File: config.mk
export PLATFORM = sky130hd
export DESIGN_NAME = adc_seq_ctrl
export DESIGN_NICKNAME = d
export VERILOG_FILES = /design/src/rtl/adc_seq_pkg.sv /design/src/rtl/adc_tad_gen.sv /design/src/rtl/adc_trig_sel.sv /design/src/rtl/adc_seq_fsm.sv /design/src/rtl/adc_seq_ctrl.sv
export SDC_FILE = /design/constraint.sdc
export NUM_CORES = 1
export LEC_CHECK = 0
export BUFFER_PORTS_ARGS = -buffer_cell sky130_fd_sc_hd__buf_2
export CORE_AREA = 4 4 73 62
export DETAILED_ROUTE_END_ITERATION = 12
export DIE_AREA = 0 0 77 66
export PLACE_DENSITY = 0.83
export SYNTH_ARGS = -nofsm -noshare
export SYNTH_HDL_FRONTEND = slang
export SYNTH_SLANG_ARGS = --single-unit
File: constraint.sdc
create_clock -name clk -period 2.8 [get_ports clk]
set_clock_uncertainty 0.2 [all_clocks]
set_input_delay 0.28 -clock clk [delete_from_list [all_inputs] [get_ports clk]]
set_output_delay 0.28 -clock clk [all_outputs]
set_load 0.02 [all_outputs]
File: src/rtl/adc_seq_pkg.sv
package adc_seq_pkg;

    localparam int ADCS_W   = 6;
    localparam int SAMC_W   = 5;
    localparam int TSEL_W   = 3;
    localparam int CONV_TAD = 14;
    localparam int TCNT_W   = (SAMC_W > $clog2(CONV_TAD + 1)) ? SAMC_W : $clog2(CONV_TAD + 1);

    typedef enum logic [1:0] {
        ST_IDLE,
        ST_ACQ,
        ST_CONV
    } seq_state_e;

    typedef enum logic [1:0] {
        TK_SOFT,
        TK_EXT,
        TK_TIMER,
        TK_AUTO
    } trig_kind_e;

    typedef struct packed {
        trig_kind_e          kind;
        logic [SAMC_W-1:0]   samc;
        logic [ADCS_W-1:0]   div;
        logic                rc;
    } seq_cfg_t;

    function automatic trig_kind_e decode_trig(input logic [TSEL_W-1:0] sel);
        trig_kind_e k;
        case (sel)
            3'b000:  k = TK_SOFT;
            3'b111:  k = TK_AUTO;
            3'b001:  k = TK_EXT;
            default: k = TK_TIMER;
        endcase
        return k;
    endfunction

    function automatic logic [SAMC_W-1:0] samc_floor(input logic [SAMC_W-1:0] s);
        return (s == '0) ? SAMC_W'(1) : s;
    endfunction

endpackage

File: src/rtl/adc_tad_gen.sv
module adc_tad_gen
    import adc_seq_pkg::*;
#(
    parameter int DIV_W = ADCS_W
) (
    input  logic             clk,
    input  logic             rst,
    input  logic             clr,
    input  logic             run,
    input  logic             use_rc,
    input  logic             rc_tick,
    input  logic [DIV_W-1:0] div,
    output logic             tick
);

    logic [DIV_W-1:0] cnt;
    logic             wrap;

    assign wrap = (cnt == div);

    always_ff @(posedge clk) begin
        if (rst || clr || !run) begin
            cnt <= '0;
        end else if (wrap) begin
            cnt <= '0;
        end else begin
            cnt <= cnt + 1'b1;
        end
    end

    generate
        if (DIV_W > 0) begin : g_sel
            always_comb begin
                if (!run)       tick = 1'b0;
                else if (use_rc) tick = rc_tick;
                else            tick = wrap;
            end
        end
    endgenerate

endmodule

File: src/rtl/adc_trig_sel.sv
module adc_trig_sel
    import adc_seq_pkg::*;
(
    input  trig_kind_e kind,
    input  logic       samp_bit,
    input  logic       ext_trig,
    input  logic       tmr_trig,
    output logic       req
);

    always_comb begin
        unique case (kind)
            TK_SOFT:  req = !samp_bit;
            TK_EXT:   req = ext_trig;
            TK_TIMER: req = tmr_trig;
            default:  req = 1'b0;
        endcase
    end

endmodule

File: src/rtl/adc_seq_fsm.sv
module adc_seq_fsm
    import adc_seq_pkg::*;
#(
    parameter int DATA_W = 12
) (
    input  logic              clk,
    input  logic              rst,
    input  logic              enable,
    input  logic              samp_bit,
    input  seq_cfg_t          cfg_in,
    input  logic              trig_req,
    input  logic              tick,
    input  logic [DATA_W-1:0] conv_data,
    output seq_cfg_t          cfg,
    output logic              tad_clr,
    output logic              run,
    output logic              acq_active,
    output logic              conv_active,
    output logic              done,
    output logic [DATA_W-1:0] result
);

    seq_state_e        st, nxt;
    logic [TCNT_W-1:0] tcnt;
    logic              load;
    logic              fin;
    logic              acq_end;
    logic              conv_end;

    always_comb begin
        if (cfg.kind == TK_AUTO)
            acq_end = tick && (tcnt == TCNT_W'(samc_floor(cfg.samc) - 1'b1));
        else
            acq_end = trig_req;
        conv_end = tick && (tcnt == TCNT_W'(CONV_TAD - 1));
    end

    always_comb begin
        nxt     = st;
        load    = 1'b0;
        tad_clr = 1'b0;
        fin     = 1'b0;
        unique case (st)
            ST_IDLE: begin
                if (enable && samp_bit) begin
                    nxt     = ST_ACQ;
                    load    = 1'b1;
                    tad_clr = 1'b1;
                end
            end
            ST_ACQ: begin
                if (!enable) begin
                    nxt = ST_IDLE;
                end else if (acq_end) begin
                    nxt     = ST_CONV;
                    tad_clr = 1'b1;
                end
            end
            ST_CONV: begin
                if (!enable) begin
                    nxt = ST_IDLE;
                end else if (conv_end) begin
                    fin     = 1'b1;
                    tad_clr = 1'b1;
                    if (cfg.kind == TK_AUTO) begin
                        nxt  = ST_ACQ;
                        load = 1'b1;
                    end else begin
                        nxt = ST_IDLE;
                    end
                end
            end
            default: nxt = ST_IDLE;
        endcase
    end

    always_ff @(posedge clk) begin
        if (rst) begin
            st     <= ST_IDLE;
            tcnt   <= '0;
            cfg    <= '0;
            done   <= 1'b0;
            result <= '0;
        end else begin
            st   <= nxt;
            done <= fin;
            if (tad_clr)   tcnt <= '0;
            else if (tick) tcnt <= tcnt + 1'b1;
            if (load) cfg <= cfg_in;
            if (fin)  result <= conv_data;
        end
    end

    assign run         = (st != ST_IDLE);
    assign acq_active  = (st == ST_ACQ);
    assign conv_active = (st == ST_CONV);

endmodule

File: src/rtl/adc_seq_ctrl.sv
module adc_seq_ctrl
    import adc_seq_pkg::*;
#(
    parameter int DATA_W = 12
) (
    input  logic              clk,
    input  logic              rst,
    input  logic              enable,
    input  logic [2:0]        trig_sel,
    input  logic              samp_bit,
    input  logic [4:0]        samc,
    input  logic [5:0]        adcs,
    input  logic              rc_sel,
    input  logic              rc_tick,
    input  logic              tmr_trig,
    input  logic              ext_trig,
    input  logic [DATA_W-1:0] conv_data,
    output logic              acq_active,
    output logic              conv_active,
    output logic              done,
    output logic [DATA_W-1:0] result
);

    seq_cfg_t cfg_in;
    seq_cfg_t cfg;
    logic     trig_req;
    logic     tick;
    logic     tad_clr;
    logic     run;

    always_comb begin
        cfg_in.kind = decode_trig(trig_sel);
        cfg_in.samc = samc;
        cfg_in.div  = adcs;
        cfg_in.rc   = rc_sel;
    end

    adc_trig_sel u_trig (
        .kind     (cfg.kind),
        .samp_bit (samp_bit),
        .ext_trig (ext_trig),
        .tmr_trig (tmr_trig),
        .req      (trig_req)
    );

    adc_tad_gen #(.DIV_W(ADCS_W)) u_tad (
        .clk     (clk),
        .rst     (rst),
        .clr     (tad_clr),
        .run     (run),
        .use_rc  (cfg.rc),
        .rc_tick (rc_tick),
        .div     (cfg.div),
        .tick    (tick)
    );

    adc_seq_fsm #(.DATA_W(DATA_W)) u_fsm (
        .clk         (clk),
        .rst         (rst),
        .enable      (enable),
        .samp_bit    (samp_bit),
        .cfg_in      (cfg_in),
        .trig_req    (trig_req),
        .tick        (tick),
        .conv_data   (conv_data),
        .cfg         (cfg),
        .tad_clr     (tad_clr),
        .run         (run),
        .acq_active  (acq_active),
        .conv_active (conv_active),
        .done        (done),
        .result      (result)
    );

endmodule

==> results.md <==
* Status: completed
* Num CTS Buffers at 5
* Reg-to-Reg End: u_fsm.tcnt[1]
* Max Freq at 371.1 MHz
* Die width at 77 um
* Psw at 0.2904 mW
* EDFF count, synth at 0
* Slew Viols, Final at 0
* Vias in the first global route at 1591
* Drt pass-1 iters at 4
* Std-Cell Core Area at 3729 um^2
* Initial antenna violation count at 0
* Leak at around 1.1 nW
* Worst path arrival time at 2.67 ns
* Clock Latency Late Sink at approximately 0.29 ns
* Tightest Hold Check Type: in2reg
* Hold_sp: conv_data[1]
* Power Dens Cells at 528.5 nW/um^2
* Slew HR at 49.82%
* RD Place Congestion at 0.8741
* Max Cap Violations at 0
* Final Cycle Share at between 90% and 100%
* Commonest non-fill, non-tap cells in the layout: 48 x buf_2, 40 x dfxtp_1, 36 x nor2_1
* Placed insts at 288
* Worst hold slack at between 0.01 and 0.015 ns
* Avg Cell Area, Syn at about 9.6 um^2
* Worst EP required at about 2.8 ns
* Clock period minus final worst setup slack at between 2 and 3 ns
* Area added between synthesis and finish at 21.65%
* Dpl hpwl at 2933 um
* Root Driver: clkbuf_8
* Worst Reg-to-Reg Cells at 9
* Share of layout cells above drive strength 1 at a little over a quarter
* Rows at 20
* Proportion of power drawn by combinational gates at between 10% and 20%
* GR Util met3 at 5.858%
* Slew @ Worst Pin at 0.7504 ns
* Largest net degree at the start of global routing at 32
* Postcts setup bufs at 0
* GRT Total Usage at 16.89%
* GR Layer Usage met2 at 28.59%
* Final Non-Filler Cells at 296
* Yosys cell types at 41
* Critical Path Start Type: register
* Hold path depth at 3
* GRT met1 Usage at 19.93%
* Clock transition at path regs at 0.08 ns
* Syn Inst Count at 200
* WS Path Type: reg2reg
* Clock network fraction of total power at around 40%
* Die area at 5082 um^2
* Internal power at 0.9395 mW
* DRC Markers at 0
* Seq pwr share at approximately 49%
* Remaining global-route overflow at 0
* Hold_buf cts at 0
* Final-report hold violation count at 0
* Synth Flop Type: dfxtp_1
* DP Area at 2198 um^2
* Commonest non-fill, non-tap cell in the layout: buf_2
* Crit-path max FO at 11
* N_diodes at 0
* Worst IR Drop VDD at 0.0004239 V
* Vias/cell at 5.395
* Post_cts resized at 0
* RR Startpoint: u_fsm.cfg[8]
* First-pass GRT wire length at around 6900 um
* Clock Path Buffers at 2
* Power consumption at around 1.2 mW
* CTS tree: done
* Endpoints failing setup at 0
* Clock sinks at 40
* IO Pins at 49
* Routed length per instance at 13.20 um
* Starting Density at 51.31%
* Synth warnings at 0
* Crit path capture type: register
* Switching part of the total power at a little under a quarter
* Vias at 1597
* Asr flop ratio synth at 0%
* Min-Delay Endpoint: u_fsm.result[1]
* Synth Cell Area at 1913 um^2
* Die height at 66 um
* Seq/Total Area, Yosys at 41.86%
* Final ANT Viol Nets at 0
* FF+latch count, synth at 40
* Reg2Reg Setup Slack at 0.11 ns
* Initial detailed-routing violation count at 116
* Cell area after layout at 2327 um^2
* H-tree levels at 2
* Grt peak-use layer: met2
* # port buffers at 48
* Syn Nets at 238
* Nets at just under 300
* WL final at 3907 um
==> worst max-delay path: stages, from the launching register on <==
cell       delay (ns)
dfxtp_1          0.34
nor4_2           0.34
nor2_1           0.08
ha_1             0.30
o211ai_1         0.16
a221oi_1         0.08
and3_1           0.20
and4_1           0.17
o21a_1           0.30
a2111oi_1        0.42
==> through the flow <==
step / TNS [ns] / util [%] / worst slack [ns]
final: 0 / 62.42 / 0.1053
after global routing: -0.001174 / 62.42 / -0.001174
after CTS: 0 / 62.21 / 0.08967
after detailed placement: 0 / 58.96 / 0.1214
after global placement: 0 / 58.96 / 0.1622
after floorplan: 0 / - / 0.3515
==> cell usage after synthesis, drive strengths merged, types with 2 or more instances <==
cell type  number  share of area [%]
dfxtp          40                 42
inv             3               0.59
nor2b           3               0.98
nand2           6                1.3
o22ai           2                1.4
clkbuf          5               0.98
buf             3                1.1
and3            2               0.65
nor2           37                7.4
mux2i          28                 15
nand3b          2               0.78
nand3           3               0.78
o21bai          2               0.78
xor2            9                4.1
nand4           3               0.98
nand4b          2               0.92
nand2b          3               0.98
ha              4                2.6
xnor2           9                4.1
a21oi           3               0.78
o21ai           4                1.0
nor4            6                2.0
nor3            7                1.8
==> cell families after synthesis <==
| family | after synthesis | synth area share [%] |
|---|---|---|
| buf+inv | 11 | 2.682 |
| mux | 28 | 14.65 |
| xor+xnor | 18 | 8.241 |
| compound gates | 19 | 8.503 |
| simple gates | 80 | 21.45 |
| fa+ha+maj | 4 | 2.616 |
| flops | 40 | 41.86 |
==> per-layer routing <==
metal,part of all wire [%],wire [um]
met2,43,1685
met3,7.4,291
met5,0,0
met1,47,1853
met4,1.9,76
==> sequential cells by signal, summed over array words and instances (netlist names) <==
| register | cells |
|---|---|
| u_fsm.cfg | 14 |
| u_fsm.done | 1 |
| u_tad.cnt | 6 |
| u_fsm.st | 2 |
| u_fsm.tcnt | 5 |
| u_fsm.result | 12 |
==> power by group through the flow <==
stage          clock network (mW)  logic (mW)  registers, mW
6_report                    0.498       0.135          0.596
5_1_grt                     0.528       0.150          0.598
4_1_cts                     0.502       0.134          0.596
3_5_place_dp                    0       0.133          0.609
3_3_place_gp                    0       0.131          0.609
2_1_floorplan                   0      0.0894          0.607
==> final cells by class <==
cell class	instances	area, um^2
Clock buffer	6	82.58
Multi-Input combinational cell	149	1069
Timing Repair Buffer	52	270.3
Tap cell	44	55.05
Clock inverter	2	38.79
Sequential cell	40	800.8
Inverter	3	11.26
Fill cell	286	1401
==> worst max-delay path by stage <==
stage          depth (start not counted)       endpoint  slack [ns]    startpoint
5_1_grt                                9  u_fsm.tcnt[1]      -0.001  u_fsm.cfg[8]
3_3_place_gp                           9  u_fsm.tcnt[1]        0.16  u_fsm.cfg[8]
3_5_place_dp                           9  u_fsm.tcnt[1]        0.12  u_fsm.cfg[8]
4_1_cts                                9  u_fsm.tcnt[1]        0.09  u_fsm.cfg[8]
6_report                               9  u_fsm.tcnt[1]        0.11  u_fsm.cfg[8]
2_1_floorplan                         10   u_tad.cnt[1]        0.35  u_fsm.cfg[9]
(Power assumes the default switching activity.)
